[src/rtl/lbm_pkg.sv]
package lbm_pkg;

    localparam int SAMPLE_W_DEF = 16;
    localparam int ATTEN_W_DEF  = 6;
    localparam int NUM_CH       = 2;
    localparam int CH_LEFT      = 0;
    localparam int CH_RIGHT     = 1;

    // Fractional step inside one 6 dB octave of attenuation
    typedef enum logic [1:0] {
        STEP_0DB0 = 2'd0,
        STEP_1DB5 = 2'd1,
        STEP_3DB0 = 2'd2,
        STEP_4DB5 = 2'd3
    } frac_step_e;

    typedef struct packed {
        logic [3:0] octave;
        frac_step_e step;
    } atten_code_t;

    function automatic frac_step_e step_of(input logic [1:0] low_bits);
        frac_step_e res;
        case (low_bits)
            2'd0:    res = STEP_0DB0;
            2'd1:    res = STEP_1DB5;
            2'd2:    res = STEP_3DB0;
            default: res = STEP_4DB5;
        endcase
        return res;
    endfunction

endpackage

[src/rtl/lbm_capture_hold.sv]
module lbm_capture_hold #(
    parameter int SAMPLE_W = 16
) (
    input  logic                       clk,
    input  logic                       rst,
    input  logic                       cap_valid,
    input  logic                       cap_mono,
    input  logic signed [SAMPLE_W-1:0] cap_left,
    input  logic signed [SAMPLE_W-1:0] cap_right,
    output logic signed [SAMPLE_W-1:0] sel_left,
    output logic signed [SAMPLE_W-1:0] sel_right
);

    logic signed [SAMPLE_W-1:0] held_left;
    logic signed [SAMPLE_W-1:0] held_right;
    logic signed [SAMPLE_W-1:0] routed_right;

    // Mono capture: left sample feeds both channels
    assign routed_right = cap_mono ? cap_left : cap_right;

    always_ff @(posedge clk) begin
        if (rst) begin
            held_left  <= '0;
            held_right <= '0;
        end else if (cap_valid) begin
            held_left  <= cap_left;
            held_right <= routed_right;
        end
    end

    // A capture arriving with the playback strobe wins over the held pair
    always_comb begin
        if (cap_valid) begin
            sel_left  = cap_left;
            sel_right = routed_right;
        end else begin
            sel_left  = held_left;
            sel_right = held_right;
        end
    end

endmodule

[src/rtl/lbm_atten.sv]
module lbm_atten
    import lbm_pkg::*;
#(
    parameter int SAMPLE_W = 16,
    parameter int ATTEN_W  = 6
) (
    input  logic signed [SAMPLE_W-1:0] din,
    input  logic        [ATTEN_W-1:0]  code,
    output logic signed [SAMPLE_W:0]   dout
);

    localparam int WIDE_W  = SAMPLE_W + 1;
    localparam int SHIFT_W = ATTEN_W - 2;

    logic        [SHIFT_W-1:0] octave;
    frac_step_e                step;
    logic signed [WIDE_W-1:0]  wide_in;
    logic signed [WIDE_W-1:0]  coarse;

    assign octave  = code[ATTEN_W-1:2];
    assign step    = step_of(code[1:0]);
    assign wide_in = {din[SAMPLE_W-1], din};
    assign coarse  = wide_in >>> octave;

    // Shift-and-add approximation of the sub-octave gain
    always_comb begin
        case (step)
            STEP_0DB0: dout = coarse;
            STEP_1DB5: dout = coarse - (coarse >>> 3) - (coarse >>> 5);
            STEP_3DB0: dout = (coarse >>> 1) + (coarse >>> 3)
                            + (coarse >>> 4) + (coarse >>> 6);
            default:   dout = (coarse >>> 1) + (coarse >>> 4) + (coarse >>> 5);
        endcase
    end

endmodule

[src/rtl/lbm_sat_add.sv]
module lbm_sat_add #(
    parameter int SAMPLE_W = 16
) (
    input  logic signed [SAMPLE_W-1:0] base,
    input  logic signed [SAMPLE_W:0]   addend,
    output logic signed [SAMPLE_W-1:0] result
);

    localparam int WIDE_W = SAMPLE_W + 1;
    localparam logic signed [WIDE_W-1:0] POS_FS = WIDE_W'((1 <<< (SAMPLE_W - 1)) - 1);
    localparam logic signed [WIDE_W-1:0] NEG_FS = -WIDE_W'(1 <<< (SAMPLE_W - 1));

    logic signed [WIDE_W-1:0] total;

    assign total = {base[SAMPLE_W-1], base} + addend;

    always_comb begin
        if (total > POS_FS) begin
            result = POS_FS[SAMPLE_W-1:0];
        end else if (total < NEG_FS) begin
            result = NEG_FS[SAMPLE_W-1:0];
        end else begin
            result = total[SAMPLE_W-1:0];
        end
    end

endmodule

[src/rtl/lbm_loopback_mixer.sv]
module lbm_loopback_mixer
    import lbm_pkg::*;
#(
    parameter int SAMPLE_W = SAMPLE_W_DEF,
    parameter int ATTEN_W  = ATTEN_W_DEF
) (
    input  logic                       clk,
    input  logic                       rst,
    input  logic                       cap_valid,
    input  logic                       cap_mono,
    input  logic signed [SAMPLE_W-1:0] cap_left,
    input  logic signed [SAMPLE_W-1:0] cap_right,
    input  logic                       pb_valid,
    input  logic signed [SAMPLE_W-1:0] pb_left,
    input  logic signed [SAMPLE_W-1:0] pb_right,
    input  logic                       lb_enable,
    input  logic                       split_mode,
    input  logic        [ATTEN_W-1:0]  atten_main,
    input  logic        [ATTEN_W-1:0]  atten_aux,
    output logic                       dac_valid,
    output logic signed [SAMPLE_W-1:0] dac_left,
    output logic signed [SAMPLE_W-1:0] dac_right
);

    logic signed [SAMPLE_W-1:0] cap_sel [NUM_CH];
    logic signed [SAMPLE_W-1:0] pb_arr  [NUM_CH];
    logic        [ATTEN_W-1:0]  code_arr[NUM_CH];
    logic signed [SAMPLE_W:0]   scaled  [NUM_CH];
    logic signed [SAMPLE_W-1:0] mixed   [NUM_CH];
    logic signed [SAMPLE_W-1:0] next_out[NUM_CH];

    lbm_capture_hold #(.SAMPLE_W(SAMPLE_W)) u_hold (
        .clk       (clk),
        .rst       (rst),
        .cap_valid (cap_valid),
        .cap_mono  (cap_mono),
        .cap_left  (cap_left),
        .cap_right (cap_right),
        .sel_left  (cap_sel[CH_LEFT]),
        .sel_right (cap_sel[CH_RIGHT])
    );

    assign pb_arr[CH_LEFT]    = pb_left;
    assign pb_arr[CH_RIGHT]   = pb_right;
    assign code_arr[CH_LEFT]  = atten_main;
    assign code_arr[CH_RIGHT] = split_mode ? atten_aux : atten_main;

    for (genvar ch = 0; ch < NUM_CH; ch++) begin : g_chan
        lbm_atten #(.SAMPLE_W(SAMPLE_W), .ATTEN_W(ATTEN_W)) u_att (
            .din  (cap_sel[ch]),
            .code (code_arr[ch]),
            .dout (scaled[ch])
        );

        lbm_sat_add #(.SAMPLE_W(SAMPLE_W)) u_add (
            .base   (pb_arr[ch]),
            .addend (scaled[ch]),
            .result (mixed[ch])
        );

        // Disabled loopback leaves playback untouched
        assign next_out[ch] = lb_enable ? mixed[ch] : pb_arr[ch];
    end

    always_ff @(posedge clk) begin
        if (rst) begin
            dac_valid <= 1'b0;
            dac_left  <= '0;
            dac_right <= '0;
        end else begin
            dac_valid <= pb_valid;
            if (pb_valid) begin
                dac_left  <= next_out[CH_LEFT];
                dac_right <= next_out[CH_RIGHT];
            end
        end
    end

endmodule

[config.mk]
export PLATFORM = sky130hd
export DESIGN_NAME = lbm_loopback_mixer
export DESIGN_NICKNAME = d
export VERILOG_FILES = /design/src/rtl/lbm_pkg.sv /design/src/rtl/lbm_capture_hold.sv /design/src/rtl/lbm_atten.sv /design/src/rtl/lbm_sat_add.sv /design/src/rtl/lbm_loopback_mixer.sv
export SDC_FILE = /design/constraint.sdc
export NUM_CORES = 1
export LEC_CHECK = 0
export ABC_AREA = 1
export BUFFER_PORTS_ARGS = -buffer_cell sky130_fd_sc_hd__buf_2
export CORE_MARGIN = 2
export CORE_UTILIZATION = 55
export DETAILED_ROUTE_END_ITERATION = 7
export HOLD_SLACK_MARGIN = 0.1
export PLACE_DENSITY_LB_ADDON = 0.12
export SYNTH_ARGS = -nofsm -noshare
export SYNTH_HDL_FRONTEND = slang
export SYNTH_HIERARCHICAL = 1
export SYNTH_SLANG_ARGS = --single-unit
[constraint.sdc]
create_clock -name clk -period 11.9 [get_ports clk]
set_input_delay 0.595 -clock clk [delete_from_list [all_inputs] [get_ports clk]]
set_output_delay 0.595 -clock clk [all_outputs]
set_load 0.005 [all_outputs]
# After elaboration in Yosys (flattened, before gate mapping)
# Index checks and enable logic that the tools add are counted.
# op_classes
shift	2
mul	0
reduce_logical	4
addsub	16
muxes	14
n_lt_le_gt_ge	4
bitwise_logic	0
n_eq_ne	8
div	0
# op_table
cell	count
$mux W16	9
$pmux W17 S3	2
$add A16 B13 Y17	2
$add A16 B14 Y17	2
$add A17 B11 Y17	2
$add A17 B12 Y17	2
$add A17 B13 Y17	2
$add A17 B17 Y17	2
$gt A17 B16 Y1 const B	2
$lt A17 B16 Y1 const B	2
$sshr A16 B4 Y17	2
$sub A17 B12 Y17	2
$sub A17 B14 Y17	2
$pmux W2 S3	2
$eq A2 B1 Y1 const B	4
$eq A2 B2 Y1 const B	4
$logic_not A2 Y1	4
$mux W6	1
# totals
ramBits	0
elab_cells	53
romBits	0
out_inout_bits	33
input_bits	83
latchBits	0
n_memories	0
register_bits	65

# Longest topological paths before layout
# Gate-level depths: netlist of run 1.
# logic_depth
word_depth	12
depth_mapped	53
mapped_depth_nobuf	50

# By module
# The synthesis of run 1 kept the hierarchy.
# modules_own_cells
mod	instances	area_per_inst_um2	cells_each	seq_area_each_um2
lbm_atten at g_chan[0].u_att	1	4359.2	703	0.0
lbm_atten at g_chan[1].u_att	1	4311.6	685	0.0
lbm_sat_add	2	1128.6	217	0.0
lbm_loopback_mixer	1	1774.2	296	660.6
lbm_capture_hold	1	1490.2	222	640.6

# Worst setup path before layout of run 1
# No wires, ideal clock.
# synth_path
kind	input-to-reg
from	in cap_mono
to	reg dac_right[6]
t_arrival_ns	6.422
required_time_ns	11.783
setup_time_ns	0.117
setup_slack_ns	5.361
stages	46
path_buffers	4
cell_sequence	buf_6 -> buf_4 -> nand2_1 -> nand3_1 -> nand2_1 -> inv_1 -> buf_2 -> nand2_1 -> nand2_1 -> a21oi_1 -> inv_1 -> o21ai_0 -> fa_1 -> fa_1 -> inv_1 -> ha_1 -> inv_1 -> fa_1 -> (+10 left out) -> inv_1 -> nand3_1 -> ha_1 -> nand2_1 -> nand2_1 -> nand2_1 -> nand2_1 -> a21oi_1 -> nand3_1 -> nand2_2 -> nand2_4 -> buf_6 -> nand2_1 -> nand2_1 -> nand2_1 -> nand2_1 -> nor2_1 -> nor2_1
# synth_rtl
element	line_no	source
start, declared	lbm_loopback_mixer.sv:10	input logic cap_mono,
end signal, assigned	lbm_loopback_mixer.sv:74	dac_right <= next_out[CH_RIGHT];
end, declared	lbm_loopback_mixer.sv:22	output logic signed [SAMPLE_W-1:0] dac_right

==> results of run 1 <==
[worst max path at each step]
stage	start	endpoint	slack (ns)
4_1_cts	cap_valid	dac_left[4]$_SDFFE_PP0P_	3.44
5_1_grt	cap_valid	dac_left[6]$_SDFFE_PP0P_	2.44
6_report	cap_valid	dac_left[4]$_SDFFE_PP0P_	3.28
3_5_place_dp	cap_valid	dac_left[4]$_SDFFE_PP0P_	3.08
3_3_place_gp	cap_valid	dac_left[7]$_SDFFE_PP0P_	3.19
2_1_floorplan	cap_mono	dac_right[6]$_SDFFE_PP0P_	5.36
[metrics by stage]
stage | power (mW) | instances | hold slack (ns)
2_1_floorplan | 2.325 | 2340 | 0.4399
3_3_place_gp | 2.897 | 2738 | 0.4580
3_5_place_dp | 2.929 | 2738 | 0.4607
4_1_cts | 3.261 | 2753 | 0.4701
5_1_grt | 3.690 | 2754 | 0.4897
6_report | 3.286 | 2754 | 0.4707
[critical path: cells and delay by family]
| family | cells | cell delay (ns) |
|---|---|---|
| simple gates | 15 | 2.37 |
| compound gates | 9 | 1.96 |
| fa+ha+maj | 4 | 1.84 |
| buf+inv | 8 | 2.11 |
[kinds of logic (layout without fill, tap and decap cells)]
family	count (synthesis)	after routing	synth area share
mux	1	1	0.0007053
xor+xnor	46	46	0.02839
simple gates	1241	1241	0.3702
other cells	0	1	0
flops	65	65	0.09169
fa+ha+maj	226	226	0.2500
compound gates	346	346	0.1339
buf+inv	415	498	0.1251
[power groups by stage]
stage	clock (mW)	combinational, mW	sequential [mW]
CTS	0.320	2.69	0.253
detailed placement	0	2.67	0.258
finish	0.316	2.72	0.254
global placement	0	2.64	0.258
floorplan	0	2.07	0.257
global route	0.327	3.11	0.256
[synth_stat cells, types with 21 or more instances]
cell type	count
inv_1	340
dfxtp_1	65
o21ai_1	24
fa_1	96
ha_1	130
o21ai_0	125
nand2_1	739
xor2_1	32
nand2_2	28
a21oi_1	131
nand3_1	167
buf_6	21
nor2_1	209
nand4_1	31
[metal layers]
metal	vias up	GRT usage	part of all wire
met1	6811	0.4234	0.44
met4	0	0.1300	0.040
met2	453	0.5635	0.47
li1	7588	-	-
met5	-	0	0
met3	115	0.03440	0.050
[state kept, by name, indices dropped and copies added, names as in the netlist]
register and flops:
dac_right 16, dac_valid 1, dac_left 16, u_hold/held_left 16
u_hold/held_right 16
[cell type report]
type                            instances  share of cell area
Antenna cell                            1           0.0001650
Clock buffer                            9             0.01485
Clock inverter                          6            0.007096
Inverter                              358             0.08894
Multi-Input combinational cell       1860              0.7330
Sequential cell                        65             0.08581
Tap cell                              330             0.02723
Timing Repair Buffer                  125             0.04290
==> run_results.csv, run 1 <==
group,metric,value,unit
run_status,status,"finished clean",
setup_path,r2r-end,"dac_left[4]$_SDFFE_PP0P_",
setup_path,required,12.17,ns
setup_path,crit_type,"primary input to flop",
timing,setup_tns,0,ns
min_path,min_from,"u_hold/held_left[9]$_SDFF_PP0_",
synth,async_flop_share,0,
timing,worstMarginPinSlew,1.203,ns
placed_design,gp_congestion,0.9743,
route,ant_nets,0,
synth,synth-seq-cells,65,
synth,synthesis.nets,2649,
setup_path,worst-path-max-fanout,49,
power_and_ir_drop,p_seq_frac,0.077,
power_and_ir_drop,p_clk_frac,0.096,
power_and_ir_drop,p_comb_frac,0.826,
setup_path,reg2reg_from,"u_hold/held_left[15]$_SDFF_PP0_",
finish,final_common_cell,"nand2_1",
global_routing,grt_overflow,0,
synth,synth.avg_cell_area,6.065,um^2
route,via_per_inst,5.435,
setup_path,r2r_slack,4.14,ns
clocking,cts_max_level,3,
route,route.detailed.drc,0,
synth,yosysWarnings,6,
setup_path,cpPeakStageDelay,0.64,ns
power_and_ir_drop,switching_share,0.5736,
finish,area_growth,6.850,%
route,postRouteWirelength,43120,um
timing,fin_worst_skew,0.008693,ns
clocking,cts_tree,"done",
finish,layout_common_cells,"nand2_1 (739), inv_1 (340), nor2_1 (209)",
synth,ys_types,51,
clocking,cts_max_path_buffers,2,
setup_path,cp_slowest_cell,"o21ai_1",
global_routing,grt_use_total,0.3282,
floorplan,initial_core_util,0.5620,
clocking,holdBufCountCts,0,
timing,layout_setup_ws,3.276,ns
setup_path,arrival,8.90,ns
floorplan,die_x,164.6,um
power_and_ir_drop,max-vdd-ir-drop,0.0001530,V
route,drtIter0Drc,1212,
timing,maxSlewHeadroom,0.1948,
synth,synth_area_leaders,"nand2_1 (20%), fa_1 (14%), ha_1 (11%)",
synth,synth-edff-count,0,
power_and_ir_drop,p_switching,1.885,mW
flow_run,maxCapViolCount,0,
placed_design,portBuffers,115,
synth,synth_cells,2340,
clocking,clk_pin_slew,0.06,ns
finish,final_nets,2728,
power_and_ir_drop,p_int,1.401,mW
clocking,cts_buffers,9,
global_routing,grt_pass1_wl,71210,um
min_path,holdPathEnd,"u_hold/held_left[9]$_SDFF_PP0_",
finish,multi_input_area,11120,um^2
synth,synth_top_area_share,0.1955,
global_routing,grt_pass1_vias,14420,
timing,setup_viol,0,
synth,synth_flop_cell,"dfxtp_1",
floorplan,fp.coreArea,25250,um^2
placed_design,place_area,14830,um^2
finish,final_layout_size_suffix_gt1_frac,0.08997,
clocking,clock_latency,0.35,ns
route,drtPass1Iterations,6,
route,vias,14970,
floorplan,die_h,164.6,um
timing,report.final.hold_viol_count,0,
setup_path,reg2regPathDepth,34,
timing,fmax,0.1160,GHz
synth,yosysSeqAreaShare,0.09169,
finish,fin_area,15160,um^2
floorplan,pin_count,116,
timing,period_needed,8.624,ns
timing,rsz0062_at_grt,"no",
clocking,cts.sinks,65,
finish,post-route-util,0.6005,
finish,seq_area,1301,um^2
min_path,min_path_cells,2,
power_and_ir_drop,total_leakage_power,8.555,nW
floorplan,dieArea,27100,um^2
clocking,cts-root-buf,"clkbuf_16",
global_routing,grt_max_degree,66,
timing,finalCritPeriodShare,0.7247,
timing,drv_slew,0,
floorplan,num_rows,58,
global_routing,grt_antenna_before_repair,1,
synth,yosysTopAreaCell,"nand2_1",
power_and_ir_drop,powerDensity,216.7,nW/um^2
synth,synth_area,14190,um^2
route,wl_per_cell,15.66,um
placed_design,place_ws,3.083,ns
finish,n_fill_cell,2503,
setup_path,end_kind,"flop",
setup_path,cpMostUsedCell,"nand2_1",
clocking,cts.repair.resized,0,
setup_path,cp-start-kind,"primary input",
min_path,hp-class,"flop to flop",
placed_design,post-dp-hpwl,35340,um
clocking,cts_setup_buffers,0,
No activity file was read; power rests on OpenSTA's default activity.
==> run 2, diff against run 1 <==
==> constraint.sdc (replaced) <==
create_clock -name clk -period 9 [get_ports clk]
set_input_delay 0.45 -clock clk [delete_from_list [all_inputs] [get_ports clk]]
set_output_delay 0.45 -clock clk [all_outputs]
set_load 0.005 [all_outputs]
==> run_results.csv, run 2 (synthesis results as in run 1) <==
group,metric,value,unit
timing,finalCritPeriodShare,0.8408,
global_routing,grt_max_degree,66,
setup_path,r2r-end,"dac_right[13]$_SDFFE_PP0P_",
placed_design,portBuffers,115,
setup_path,end_kind,"flop",
min_path,min_from,"cap_left[5]",
power_and_ir_drop,switching_share,0.5747,
global_routing,grt_use_total,0.3135,
floorplan,dieArea,27100,um^2
power_and_ir_drop,max-vdd-ir-drop,0.0002445,V
route,wl_per_cell,15.35,um
global_routing,grt_antenna_before_repair,2,
route,drtPass1Iterations,6,
clocking,cts.repair.resized,0,
timing,period_needed,7.567,ns
setup_path,cp-start-kind,"primary input",
timing,setup_viol,0,
power_and_ir_drop,powerDensity,283.9,nW/um^2
setup_path,arrival,7.83,ns
finish,layout_common_cells,"nand2_1 (739), inv_1 (340), nor2_1 (209)",
clocking,cts_max_level,3,
floorplan,initial_core_util,0.5620,
min_path,min_path_cells,3,
route,vias,15040,
timing,report.final.hold_viol_count,0,
power_and_ir_drop,power.total,4.315,mW
finish,post-route-util,0.6019,
setup_path,reg2reg_from,"u_hold/held_right[15]$_SDFF_PP0_",
finish,final_layout_size_suffix_gt1_frac,0.09218,
timing,hold_ws,0.3951,ns
placed_design,post-dp-hpwl,35160,um
route,met3WireLength,1779,um
clocking,clock_latency,0.34,ns
route,dr_wl_met2,20430,um
setup_path,cp_slowest_cell,"buf_2",
timing,drv_slew,0,
finish,final_nets,2734,
timing,fin_worst_skew,0.01322,ns
timing,rsz0062_at_grt,"no",
route,postRouteWirelength,42410,um
min_path,holdPathEnd,"u_hold/held_left[5]$_SDFF_PP0_",
timing,layout_setup_ws,1.433,ns
route,ant_nets,0,
route,drtIter0Drc,1116,
clocking,cts.sinks,65,
power_and_ir_drop,p_switching,2.480,mW
clocking,cts_buffers,9,
route,route.detailed.drc,0,
timing,worstMarginPinSlew,1.070,ns
power_and_ir_drop,total_leakage_power,8.572,nW
power_and_ir_drop,p_seq_frac,0.078,
clocking,clk_pin_slew,0.06,ns
floorplan,num_rows,58,
finish,final_common_cell,"nand2_1",
power_and_ir_drop,p_comb_frac,0.831,
route,drt-met1-wl,18480,um
setup_path,worst-path-max-fanout,49,
timing,setup_tns,0,ns
setup_path,cpPeakStageDelay,0.57,ns
floorplan,pin_count,116,
placed_design,place_ws,1.137,ns
clocking,cts_setup_buffers,0,
clocking,cts_tree,"done",
floorplan,die_h,164.6,um
global_routing,grt_overflow,0,
min_path,hp-class,"primary input to flop",
setup_path,cpMostUsedCell,"nand2_1",
global_routing,grt_pass1_wl,67710,um
route,via_per_inst,5.444,
clocking,holdBufCountCts,0,
run_status,status,"finished clean",
setup_path,crit_type,"primary input to flop",
power_and_ir_drop,p_int,1.835,mW
finish,area_growth,7.105,%
floorplan,fp.coreArea,25250,um^2
global_routing,grt_pass1_vias,13960,
clocking,cts-root-buf,"clkbuf_16",
flow_run,maxCapViolCount,0,
setup_path,required,9.27,ns
route,maxUsedRoutingLayer,"met4",
timing,fmax,0.1321,GHz
placed_design,gp_congestion,0.9600,
setup_path,r2r_slack,1.93,ns
power_and_ir_drop,p_clk_frac,0.091,
floorplan,die_x,164.6,um
timing,maxSlewHeadroom,0.2865,
clocking,cts_max_path_buffers,2,
setup_path,reg2regPathDepth,37,
run 2: cell count changes in the layout (fill, tap and decap cells not counted):
cell	change
clkinv_2	-2
buf_4	+6
diode_2	+1
clkinv_4	+2
bufinv_16	-1
clkbuf_1	+1
clkinvlp_4	+1
run 2: worst max path at each step:
stage	start	end	slack [ns]	cells after the start
after floorplan	cap_mono	dac_right[6]$_SDFFE_PP0P_	2.61	46
after global placement	cap_valid	dac_right[13]$_SDFFE_PP0P_	1.22	36
after detailed placement	cap_valid	dac_right[11]$_SDFFE_PP0P_	1.14	38
after CTS	cap_valid	dac_right[11]$_SDFFE_PP0P_	1.48	38
after global routing	cap_valid	dac_left[1]$_SDFFE_PP0P_	0.65	40
final	cap_valid	dac_right[13]$_SDFFE_PP0P_	1.43	38
run 2: critical path: cells and delay by family:
family                     cells  cell delay [ns]
buffers and inverters          7             1.77
AOI/OAI and AO/OA              7             1.44
and+or+nand+nor               20             2.35
adders and majority gates      4             1.77
run 2: per-layer routing:
metal  vias to the layer above  global-route usage
met2                       427              0.5496
met3                       103             0.02838
met5                         -                   0
met4                         0              0.1348
met1                      6889              0.3936
li1                       7618                   -
run 2: layout make-up:
class                   count  area [um^2]
repair buffers            131        695.7
multi-input cells        1860        11120
fillers                  2581        10050
flip-flops and latches     65         1301
inverters                 358         1349
well taps                 330        412.9
clock inverters             6        92.59
diodes                      2        5.005
clock buffers              10        229.0
run 2: per-stage QoR:
step,std cells,instance area (um^2)
2_1_floorplan,2340,14190
3_3_place_gp,2744,14870
3_5_place_dp,2744,14870
4_1_cts,2760,15200
5_1_grt,2761,15200
6_report,2762,15200
run 2: power by group through the flow:
stage / sequential, mW / combinational [mW] / clock [mW]
2_1_floorplan: 0.340 / 2.73 / 0
6_report: 0.334 / 3.59 / 0.395
3_3_place_gp: 0.340 / 3.48 / 0
3_5_place_dp: 0.340 / 3.53 / 0
5_1_grt: 0.337 / 4.07 / 0.408
4_1_cts: 0.334 / 3.55 / 0.399
